**config.mk**
```make
export PLATFORM = sky130hd
export DESIGN_NAME = rrarb_top
export DESIGN_NICKNAME = d
export VERILOG_FILES = /design/src/rtl/rrarb_pkg.sv /design/src/rtl/rrarb_bus_watch.sv /design/src/rtl/rrarb_rr_pick.sv /design/src/rtl/rrarb_grant_fsm.sv /design/src/rtl/rrarb_top.sv
export SDC_FILE = /design/constraint.sdc
export NUM_CORES = 1
export LEC_CHECK = 0
export ABC_AREA = 0
export BUFFER_PORTS_ARGS = -buffer_cell sky130_fd_sc_hd__buf_2
export CAP_MARGIN = 15
export CORE_ASPECT_RATIO = 1.1
export CORE_MARGIN = 8
export CORE_UTILIZATION = 35
export DETAILED_ROUTE_END_ITERATION = 8
export PLACE_DENSITY = 0.58
export SLEW_MARGIN = 20
export SYNTH_ARGS = -nofsm -noshare
export SYNTH_HDL_FRONTEND = slang
export SYNTH_SLANG_ARGS = --single-unit
```
**constraint.sdc**
```tcl
create_clock -name clk -period 4.01 [get_ports clk]
set_input_delay 0.2005 -clock clk [delete_from_list [all_inputs] [get_ports clk]]
set_output_delay 0.2005 -clock clk [all_outputs]
set_load 0.01 [all_outputs]
```
**src/rtl/rrarb_pkg.sv**
```systemverilog
package rrarb_pkg;

    localparam int DEF_MASTERS  = 3;
    localparam int DEF_RESET_HI = 1;

    typedef enum logic [1:0] {
        ST_FREE    = 2'd0,
        ST_GRANTED = 2'd1,
        ST_OWNED   = 2'd2
    } arb_state_t;

    typedef struct packed {
        logic idle;
        logic started;
        logic txn_end;
    } bus_sense_t;

    function automatic int idx_width(input int n);
        return (n > 1) ? $clog2(n) : 1;
    endfunction

endpackage

```
**src/rtl/rrarb_bus_watch.sv**
```systemverilog
module rrarb_bus_watch
    import rrarb_pkg::*;
(
    input  logic       frame_n,
    input  logic       irdy_n,
    input  logic       trdy_n,
    output bus_sense_t sense
);
    logic last_phase_done;

    always_comb begin
        last_phase_done = frame_n && !irdy_n && !trdy_n;
        sense.idle      = frame_n && irdy_n;
        sense.started   = !frame_n;
        sense.txn_end   = last_phase_done || (frame_n && irdy_n);
    end
endmodule

```
**src/rtl/rrarb_rr_pick.sv**
```systemverilog
module rrarb_rr_pick
    import rrarb_pkg::*;
#(
    parameter int N = DEF_MASTERS,
    localparam int IDX_W = idx_width(N),
    localparam int SUM_W = IDX_W + 1
) (
    input  logic [N-1:0]     req_act,
    input  logic [IDX_W-1:0] hi_idx,
    output logic             any,
    output logic [IDX_W-1:0] win_idx,
    output logic [N-1:0]     win_oh
);
    logic [2*N-1:0]   dbl;
    logic [N-1:0]     rot;
    logic [IDX_W-1:0] first;
    logic             found;
    logic [SUM_W-1:0] sum;

    always_comb begin
        dbl = {req_act, req_act};
        rot = dbl[hi_idx +: N];
    end

    always_comb begin
        first = '0;
        found = 1'b0;
        for (int k = 0; k < N; k++) begin
            if (!found && rot[k]) begin
                first = IDX_W'(k);
                found = 1'b1;
            end
        end
    end

    always_comb begin
        sum = {1'b0, hi_idx} + {1'b0, first};
        if (sum >= SUM_W'(N))
            sum = sum - SUM_W'(N);
        win_idx = sum[IDX_W-1:0];
        any     = found;
    end

    for (genvar i = 0; i < N; i++) begin : g_oh
        assign win_oh[i] = found && (win_idx == IDX_W'(i));
    end
endmodule

```
**src/rtl/rrarb_grant_fsm.sv**
```systemverilog
module rrarb_grant_fsm
    import rrarb_pkg::*;
#(
    parameter int N        = DEF_MASTERS,
    parameter int RESET_HI = DEF_RESET_HI,
    localparam int IDX_W = idx_width(N)
) (
    input  logic             clk,
    input  logic             rst,
    input  logic [N-1:0]     req_act,
    input  bus_sense_t       sense,
    input  logic             any,
    input  logic [IDX_W-1:0] win_idx,
    input  logic [N-1:0]     win_oh,
    output logic [IDX_W-1:0] hi_idx,
    output logic [N-1:0]     gnt_act
);
    arb_state_t       state_q;
    logic [IDX_W-1:0] owner_q;
    logic [IDX_W-1:0] hi_q;
    logic [N-1:0]     gnt_q;
    logic [IDX_W-1:0] after_owner;

    always_comb begin
        if (owner_q == IDX_W'(N - 1))
            after_owner = '0;
        else
            after_owner = owner_q + 1'b1;
    end

    always_ff @(posedge clk) begin
        if (rst) begin
            state_q <= ST_FREE;
            owner_q <= '0;
            hi_q    <= IDX_W'(RESET_HI);
            gnt_q   <= '0;
        end else begin
            case (state_q)
                ST_FREE: begin
                    if (any && sense.idle) begin
                        state_q <= ST_GRANTED;
                        owner_q <= win_idx;
                        gnt_q   <= win_oh;
                    end
                end
                ST_GRANTED: begin
                    if (sense.started) begin
                        state_q <= ST_OWNED;
                        hi_q    <= after_owner;
                    end else if (!req_act[owner_q]) begin
                        state_q <= ST_FREE;
                        gnt_q   <= '0;
                    end
                end
                ST_OWNED: begin
                    if (sense.txn_end) begin
                        state_q <= ST_FREE;
                        gnt_q   <= '0;
                    end
                end
                default: begin
                    state_q <= ST_FREE;
                    gnt_q   <= '0;
                end
            endcase
        end
    end

    assign hi_idx  = hi_q;
    assign gnt_act = gnt_q;
endmodule

```
**src/rtl/rrarb_top.sv**
```systemverilog
module rrarb_top
    import rrarb_pkg::*;
#(
    parameter int N        = DEF_MASTERS,
    parameter int RESET_HI = DEF_RESET_HI,
    localparam int IDX_W = idx_width(N)
) (
    input  logic         clk,
    input  logic         rst,
    input  logic [N-1:0] req_n,
    input  logic         frame_n,
    input  logic         irdy_n,
    input  logic         trdy_n,
    output logic [N-1:0] gnt_n
);
    bus_sense_t       sense;
    logic [N-1:0]     req_act;
    logic [N-1:0]     gnt_act;
    logic [N-1:0]     win_oh;
    logic [IDX_W-1:0] win_idx;
    logic [IDX_W-1:0] hi_idx;
    logic             any;

    assign req_act = ~req_n;

    rrarb_bus_watch u_watch (
        .frame_n (frame_n),
        .irdy_n  (irdy_n),
        .trdy_n  (trdy_n),
        .sense   (sense)
    );

    rrarb_rr_pick #(.N(N)) u_pick (
        .req_act (req_act),
        .hi_idx  (hi_idx),
        .any     (any),
        .win_idx (win_idx),
        .win_oh  (win_oh)
    );

    rrarb_grant_fsm #(.N(N), .RESET_HI(RESET_HI)) u_fsm (
        .clk     (clk),
        .rst     (rst),
        .req_act (req_act),
        .sense   (sense),
        .any     (any),
        .win_idx (win_idx),
        .win_oh  (win_oh),
        .hi_idx  (hi_idx),
        .gnt_act (gnt_act)
    );

    assign gnt_n = ~gnt_act;
endmodule

```
==> summary.md, run 1 <==
| Metric | Value |
|---|---|
| CTS buffer count | `3` |
| Leakage | `0.2823 nW` |
| Commonest cells after routing, fill and taps aside | `inv_1 (10), buf_2 (10), a21oi_1 (9), dfxtp_1 (9), nand2_1 (7)` |
| F_max | `336.5 MHz` |
| First-pass GRT wire length | `2387 um` |
| HP Class | `in2reg` |
| Vias | `579` |
| Post-synthesis sequential area ratio | `0.2727` |
| Unrepaired setup endpoints after global routing | `false` |
| Initial antenna violation count | `0` |
| Antenna Cells | `0` |
| Library cells used by synthesis | `35` |
| Crit path max fanout | `8` |
| Initial core utilization | `0.3708` |
| Vias per inst | `5.264` |
| XOR/XNOR Fraction of Synth Area | `0` |
| Largest family of logic cells by synthesized area | `simple AND/OR/NAND/NOR gates` |
| DP Cell Count | `106` |
| Clock skew | `0.001541 ns` |
| CTS tree | `built` |
| Outcome | `finished, final reports clean` |
| Vias in the first global route | `527` |
| Gates resized, CTS repair | `0` |
| CP endpoint kind | `flip-flop` |
| Yosys reg bits | `9` |
| Design Power | `0.2269 mW` |
| Clock Pin Slew Worst Setup and Hold Paths | `0.06 ns` |
| Met2 GRT Util | `0.1222` |
| Least-Margin Pin Slew | `0.3691 ns` |
| Routed len/inst | `11.95 um` |
| Die ar. | `3535 um2` |
| Synthesized instance count | `81` |
| Layout cells sized above 1 | `0.2174` |
| Global Route Usage Sum | `0.08988` |
| Top area cells in the synthesized netlist | `dfxtp_1 (27%), a21oi_1 (6.8%), inv_1 (5.7%)` |
| Initial DRC count | `5` |
| Met1 track demand over resource | `0.1098` |
| Final Hold Viols | `0` |
| Met3 GRT Util | `0.02088` |
| Remaining Overflow, GRT | `0` |
| Synth Area in Simple Gates | `0.3030` |
| Post-synthesis mux area share | `0.03030` |
| Initial DRT Pass Iterations | `4` |
| Synth warn | `0` |
| Syn nets | `92` |
| Worst setup path class | `reg2reg` |
| Max clock buf depth | `2` |
| Die width | `57.43 um` |
| Detailed Route WL | `1314 um` |
| PwrDens | `306.3 nW/um2` |
| Endpoints failing setup | `0` |
| Compound-Gate Fraction of Synth Area | `0.2348` |
| Hold-fix buffers at CTS | `0` |
| Startpoint Class | `flip-flop` |
| Post-layout minimum cycle time | `2.972 ns` |
| WHS | `0.2305 ns` |
| Post-synthesis adder-cell area fraction | `0.06818` |
| Synthesized cell area | `660.6 um2` |
| Worst VDD drop | `0.1426 mV` |
| Max_slew headroom | `0.7514` |
| ANT nets after route | `0` |
| Maxcap violations | `0` |
| Clk_lat worst skew | `0.26 ns` |
| Largest net degree at the start of global routing | `10` |
| Row count | `16` |
| Max-slew violation count | `0` |
| Final std cells w/o fill | `110` |
| # nets final | `104` |
| IO Pins | `11` |
| WP data arrival | `3.16 ns` |
| Final period util | `0.7411` |
| Port bufs | `10` |
| Core area | `1782 um2` |
| Root Driver | `clkbuf_4` |
| P&R area growth vs syn | `12.12%` |
| # clock sinks | `9` |
| DRC Markers | `0` |
| H-Tree Depth | `1` |
| Synth top area share | `0.2727` |
| Mean Syn Cell Area | `8.156 um2` |
| RD Place Congestion | `0.7389` |
| Largest area contributor in the netlist | `dfxtp_1` |
| Fin Setup TNS | `0 ns` |
| Layout fillers | `194` |
| Post-DP HPWL | `1015 um` |
| Post-CTS Setup Inserts | `0` |
| WP data required | `4.20 ns` |
| GRT Max-Usage Layer | `met2` |
| Die Height | `61.57 um` |
sequential cells by signal (all words and copies together), names as in the netlist:
| name | cells |
|---|---|
| u_fsm.state_q | 2 |
| u_fsm.hi_idx | 2 |
| u_fsm.owner_q | 2 |
| u_fsm.gnt_act | 3 |
cell usage after synthesis:
cell      instances
inv_1            10
a21oi_1           9
dfxtp_1           9
nand2_1           7
nor3_1            5
nor2_1            4
o21ai_0           3
ha_1              2
mux2i_1           2
nor2b_1           2
nor3b_1           2
or3_1             2
or3b_1            2
a211o_1           1
a311oi_1          1
a311oi_4          1
a31oi_1           1
and3_2            1
and3_4            1
and3b_1           1
buf_1             1
buf_6             1
clkbuf_1          1
fa_1              1
inv_2             1
nand3_1           1
nand3b_1          1
nand4_4           1
o211ai_1          1
o21ai_1           1
o21ai_2           1
o21ai_4           1
o31ai_1           1
or2b_1            1
or4_1             1
kinds of logic after synthesis:
logic type / Yosys count
flops: 9
compound gates: 21
simple gates: 32
fa+ha+maj: 3
buf+inv: 14
mux: 2
critical path: stages (launching register included):
cell and delay, ns:
dfxtp_1 0.46, inv_1 0.14, nor3_1 0.20, o21ai_1 0.09, o31ai_1 0.07, a21oi_1 0.13, fa_1 0.53, inv_1 0.05
ha_1 0.20, nor3b_1 0.17, o21ai_0 0.17, or4_1 0.55, a21oi_1 0.15
area by class of cell:
type	count	area (um2)	area share
Multi-Input combinational cell	58	420.4	0.5676
Timing Repair Buffer	10	50.05	0.06757
Sequential cell	9	180.2	0.2432
Tap cell	18	22.52	0.03041
Clock buffer	4	26.28	0.03547
Inverter	11	41.29	0.05574
worst paths after layout:
| check | endpoint | from | slack, ns | depth (start not counted) |
|---|---|---|---|---|
| hold / removal | u_fsm.state_q[0] | rst | 0.23 | 2 |
| hold reg to reg | u_fsm.gnt_act[2] | u_fsm.gnt_act[2] | 0.45 | 2 |
| setup / recovery | u_fsm.gnt_act[2] | u_fsm.hi_idx[1] | 1.04 | 12 |
| setup reg to reg | u_fsm.gnt_act[2] | u_fsm.hi_idx[1] | 1.04 | 12 |
where the power goes:
group	switching, mW	internal, mW	leakage, nW
registers	0.00477	0.0944	0.0731
clock network	0.0313	0.0383	0.0150
logic	0.0327	0.0255	0.194
total	0.0687	0.158	0.282
metal layers:
metal	routed length, um	share of wire
met1	656	0.50
met5	0	0
met2	567	0.43
met3	59	0.045
met4	31	0.024
per-stage QoR:
| step | setup WS (ns) | cell area, um2 | utilization |
|---|---|---|---|
| after floorplan | 1.223 | 660.6 | - |
| after global placement | 1.146 | 714.4 | 0.4010 |
| after detailed placement | 1.062 | 714.4 | 0.4010 |
| after CTS | 1.038 | 740.7 | 0.4157 |
| after global routing | 0.6457 | 740.7 | 0.4157 |
| final | 1.038 | 740.7 | 0.4157 |
(Power assumes the default switching activity.)
==> run 2, diff against run 1 <==
==> constraint.sdc (replaced) <==
create_clock -name clk -period 3.1 [get_ports clk]
set_input_delay 0.155 -clock clk [delete_from_list [all_inputs] [get_ports clk]]
set_output_delay 0.155 -clock clk [all_outputs]
set_load 0.01 [all_outputs]
==> run 2 against run 1 <==
Effect of this change:
- hold slack got worse by 0.061 ns
- combinational power rose by 30%
- die area did not move
- sequential share of layout area rose by 0.13 points
- critical path type unchanged
- largest power group unchanged
==> summary.md, run 2 (same netlist as run 1, synthesis figures left out) <==
| Metric | Value |
|---|---|
| Outcome | `finished, final reports clean` |
| WHS | `0.1692 ns (-0.06129 ns)` |
| Antenna Cells | `0 (unchanged)` |
| Routed len/inst | `12.12 um (+1.4%)` |
| Max_slew headroom | `0.8056 (+0.05428)` |
| Post-layout minimum cycle time | `2.782 ns (-0.1896 ns)` |
| Final Hold Viols | `0 (unchanged)` |
| PwrDens | `401.0 nW/um2 (+31%)` |
| Leakage | `0.2829 nW (+0.20%)` |
| Initial DRT Pass Iterations | `4 (unchanged)` |
| Gates resized, CTS repair | `0 (unchanged)` |
| Row count | `16 (unchanged)` |
| Root Driver | `clkbuf_4` |
| DRC Markers | `0 (unchanged)` |
| Crit-path cells | `inv_1, nor3_1, o21ai_1, o31ai_1, a21oi_1, fa_1, inv_1, ha_1, nor3b_1, o21ai_1, or4_1, a21oi_1` |
| H-Tree Depth | `1 (unchanged)` |
| Hold-fix buffers at CTS | `0 (unchanged)` |
| Clk_lat worst skew | `0.27 ns (about the same)` |
| Vias | `590 (+1.9%)` |
| Detailed Route WL | `1333 um (+1.4%)` |
| Commonest cells after routing, fill and taps aside | `inv_1 (10), buf_2 (10), a21oi_1 (9), dfxtp_1 (8), nand2_1 (7)` |
| F_max | `359.4 MHz (+6.8%)` |
| Unrepaired setup endpoints after global routing | `false` |
| Vias in the first global route | `554 (+5.1%)` |
| Initial antenna violation count | `0 (unchanged)` |
| Max-slew violation count | `0 (unchanged)` |
| First-pass GRT wire length | `2408 um (+0.88%)` |
| Initial DRC count | `10 (+5)` |
| Maxcap violations | `0 (unchanged)` |
| Post-CTS Setup Inserts | `0 (unchanged)` |
| Startpoint Class | `flip-flop` |
| Vias per inst | `5.364 (+1.9%)` |
| Worst VDD drop | `0.1351 mV (-5.2%)` |
| Critical path's largest stage delay | `0.53 ns (-0.02 ns)` |
| CP endpoint kind | `flip-flop` |
| Initial core utilization | `0.3708 (unchanged)` |
| Remaining Overflow, GRT | `0 (unchanged)` |
| Layout fillers | `198 (+2.1%)` |
| Crit path max fanout | `8 (unchanged)` |
| # clock sinks | `9 (unchanged)` |
| Post-DP HPWL | `1050 um (+3.4%)` |
| Fin Setup TNS | `0 ns (unchanged)` |
| Clock skew | `0.004854 ns (+0.003314 ns)` |
| WP data arrival | `2.98 ns (-0.18 ns)` |
| Die Height | `61.57 um (unchanged)` |
| Final period util | `0.8975 (+0.1564)` |
| WP data required | `3.30 ns (-0.90 ns)` |
| Slowest-stage cell, CP | `fa_1` |
| Max clock buf depth | `2 (unchanged)` |
| Core area | `1782 um2 (unchanged)` |
| Die ar. | `3535 um2 (unchanged)` |
| ANT nets after route | `0 (unchanged)` |
| Clock Pin Slew Worst Setup and Hold Paths | `0.06 ns (about the same)` |
| Global Route Usage Sum | `0.08857 (-0.001309)` |
| IO Pins | `11 (unchanged)` |
| Worst setup path class | `reg2reg` |
| HP Class | `in2reg` |
| RD Place Congestion | `0.7430 (+0.55%)` |
| Port bufs | `10 (unchanged)` |
| CTS tree | `built` |
| CTS buffer count | `3 (unchanged)` |
| # nets final | `104 (unchanged)` |
| Least-Margin Pin Slew | `0.2834 ns (-0.08562 ns)` |
| Largest net degree at the start of global routing | `10 (unchanged)` |
| Layout cells sized above 1 | `0.2283 (+0.01087)` |
| Endpoints failing setup | `0 (unchanged)` |
| P&R area growth vs syn | `12.31%` |
| Die width | `57.43 um (unchanged)` |
| Largest register FFs | `3 (unchanged)` |
run 2: cell counts in the layout (fill, tap and decap cells not counted):
Identical to the previous run, type by type.
run 2: layout make-up:
type                       count  area [um2]  share of cell area
clock buffer                   4       26.28             0.03541
multi-input combinational     58       420.4              0.5666
sequential                     9       181.4              0.2445
tap                           18       22.52             0.03035
timing repair buffer          10       50.05             0.06745
inverter                      11       41.29             0.05565
run 2: worst paths after layout:
| path | startpoint | to | slack (ns) | cells past startpoint |
|---|---|---|---|---|
| max | u_fsm.hi_idx[1] | u_fsm.gnt_act[2] | 0.32 | 12 |
| min | rst | u_fsm.hi_idx[1] | 0.17 | 2 |
| max reg2reg | u_fsm.hi_idx[1] | u_fsm.gnt_act[2] | 0.32 | 12 |
| min reg2reg | u_fsm.gnt_act[1] | u_fsm.gnt_act[1] | 0.45 | 2 |
run 2: through the flow:
step	util	power [mW]	setup slack, ns	area (um2)	cells
6_report	0.4164	0.2975	0.3177	742.0	110
5_1_grt	0.4164	0.3175	0.05086	742.0	110
4_1_cts	0.4157	0.3014	0.1282	740.7	110
3_5_place_dp	0.4010	0.2067	0.1467	714.4	106
3_3_place_gp	0.4010	0.2047	0.2701	714.4	106
2_1_floorplan	-	0.1867	0.3126	660.6	81
run 2: per-layer routing:
| metal | vias up | track usage | share of wire |
|---|---|---|---|
| met5 | - | 0 | 0 |
| met4 | 0 | 0.08571 | 0.024 |
| met3 | 4 | 0.02088 | 0.053 |
| met2 | 15 | 0.1350 | 0.45 |
| met1 | 266 | 0.1004 | 0.47 |
| li1 | 305 | - | - |
run 2: worst max-delay path, delay by kind of cell (launching register included):
kind / cells / cell delay (ns)
AND/OR/NAND/NOR: 3 / 0.90
adder cells (fa/ha/maj): 2 / 0.72
AO/OA/AOI/OAI: 5 / 0.54
flip-flops: 1 / 0.40
buffers and inverters: 2 / 0.15
run 2: report_power, final:
part,switching [mW],internal [mW]
Combinational,0.0422,0.0336
Clock,0.0435,0.0497
Sequential,0.00634,0.122
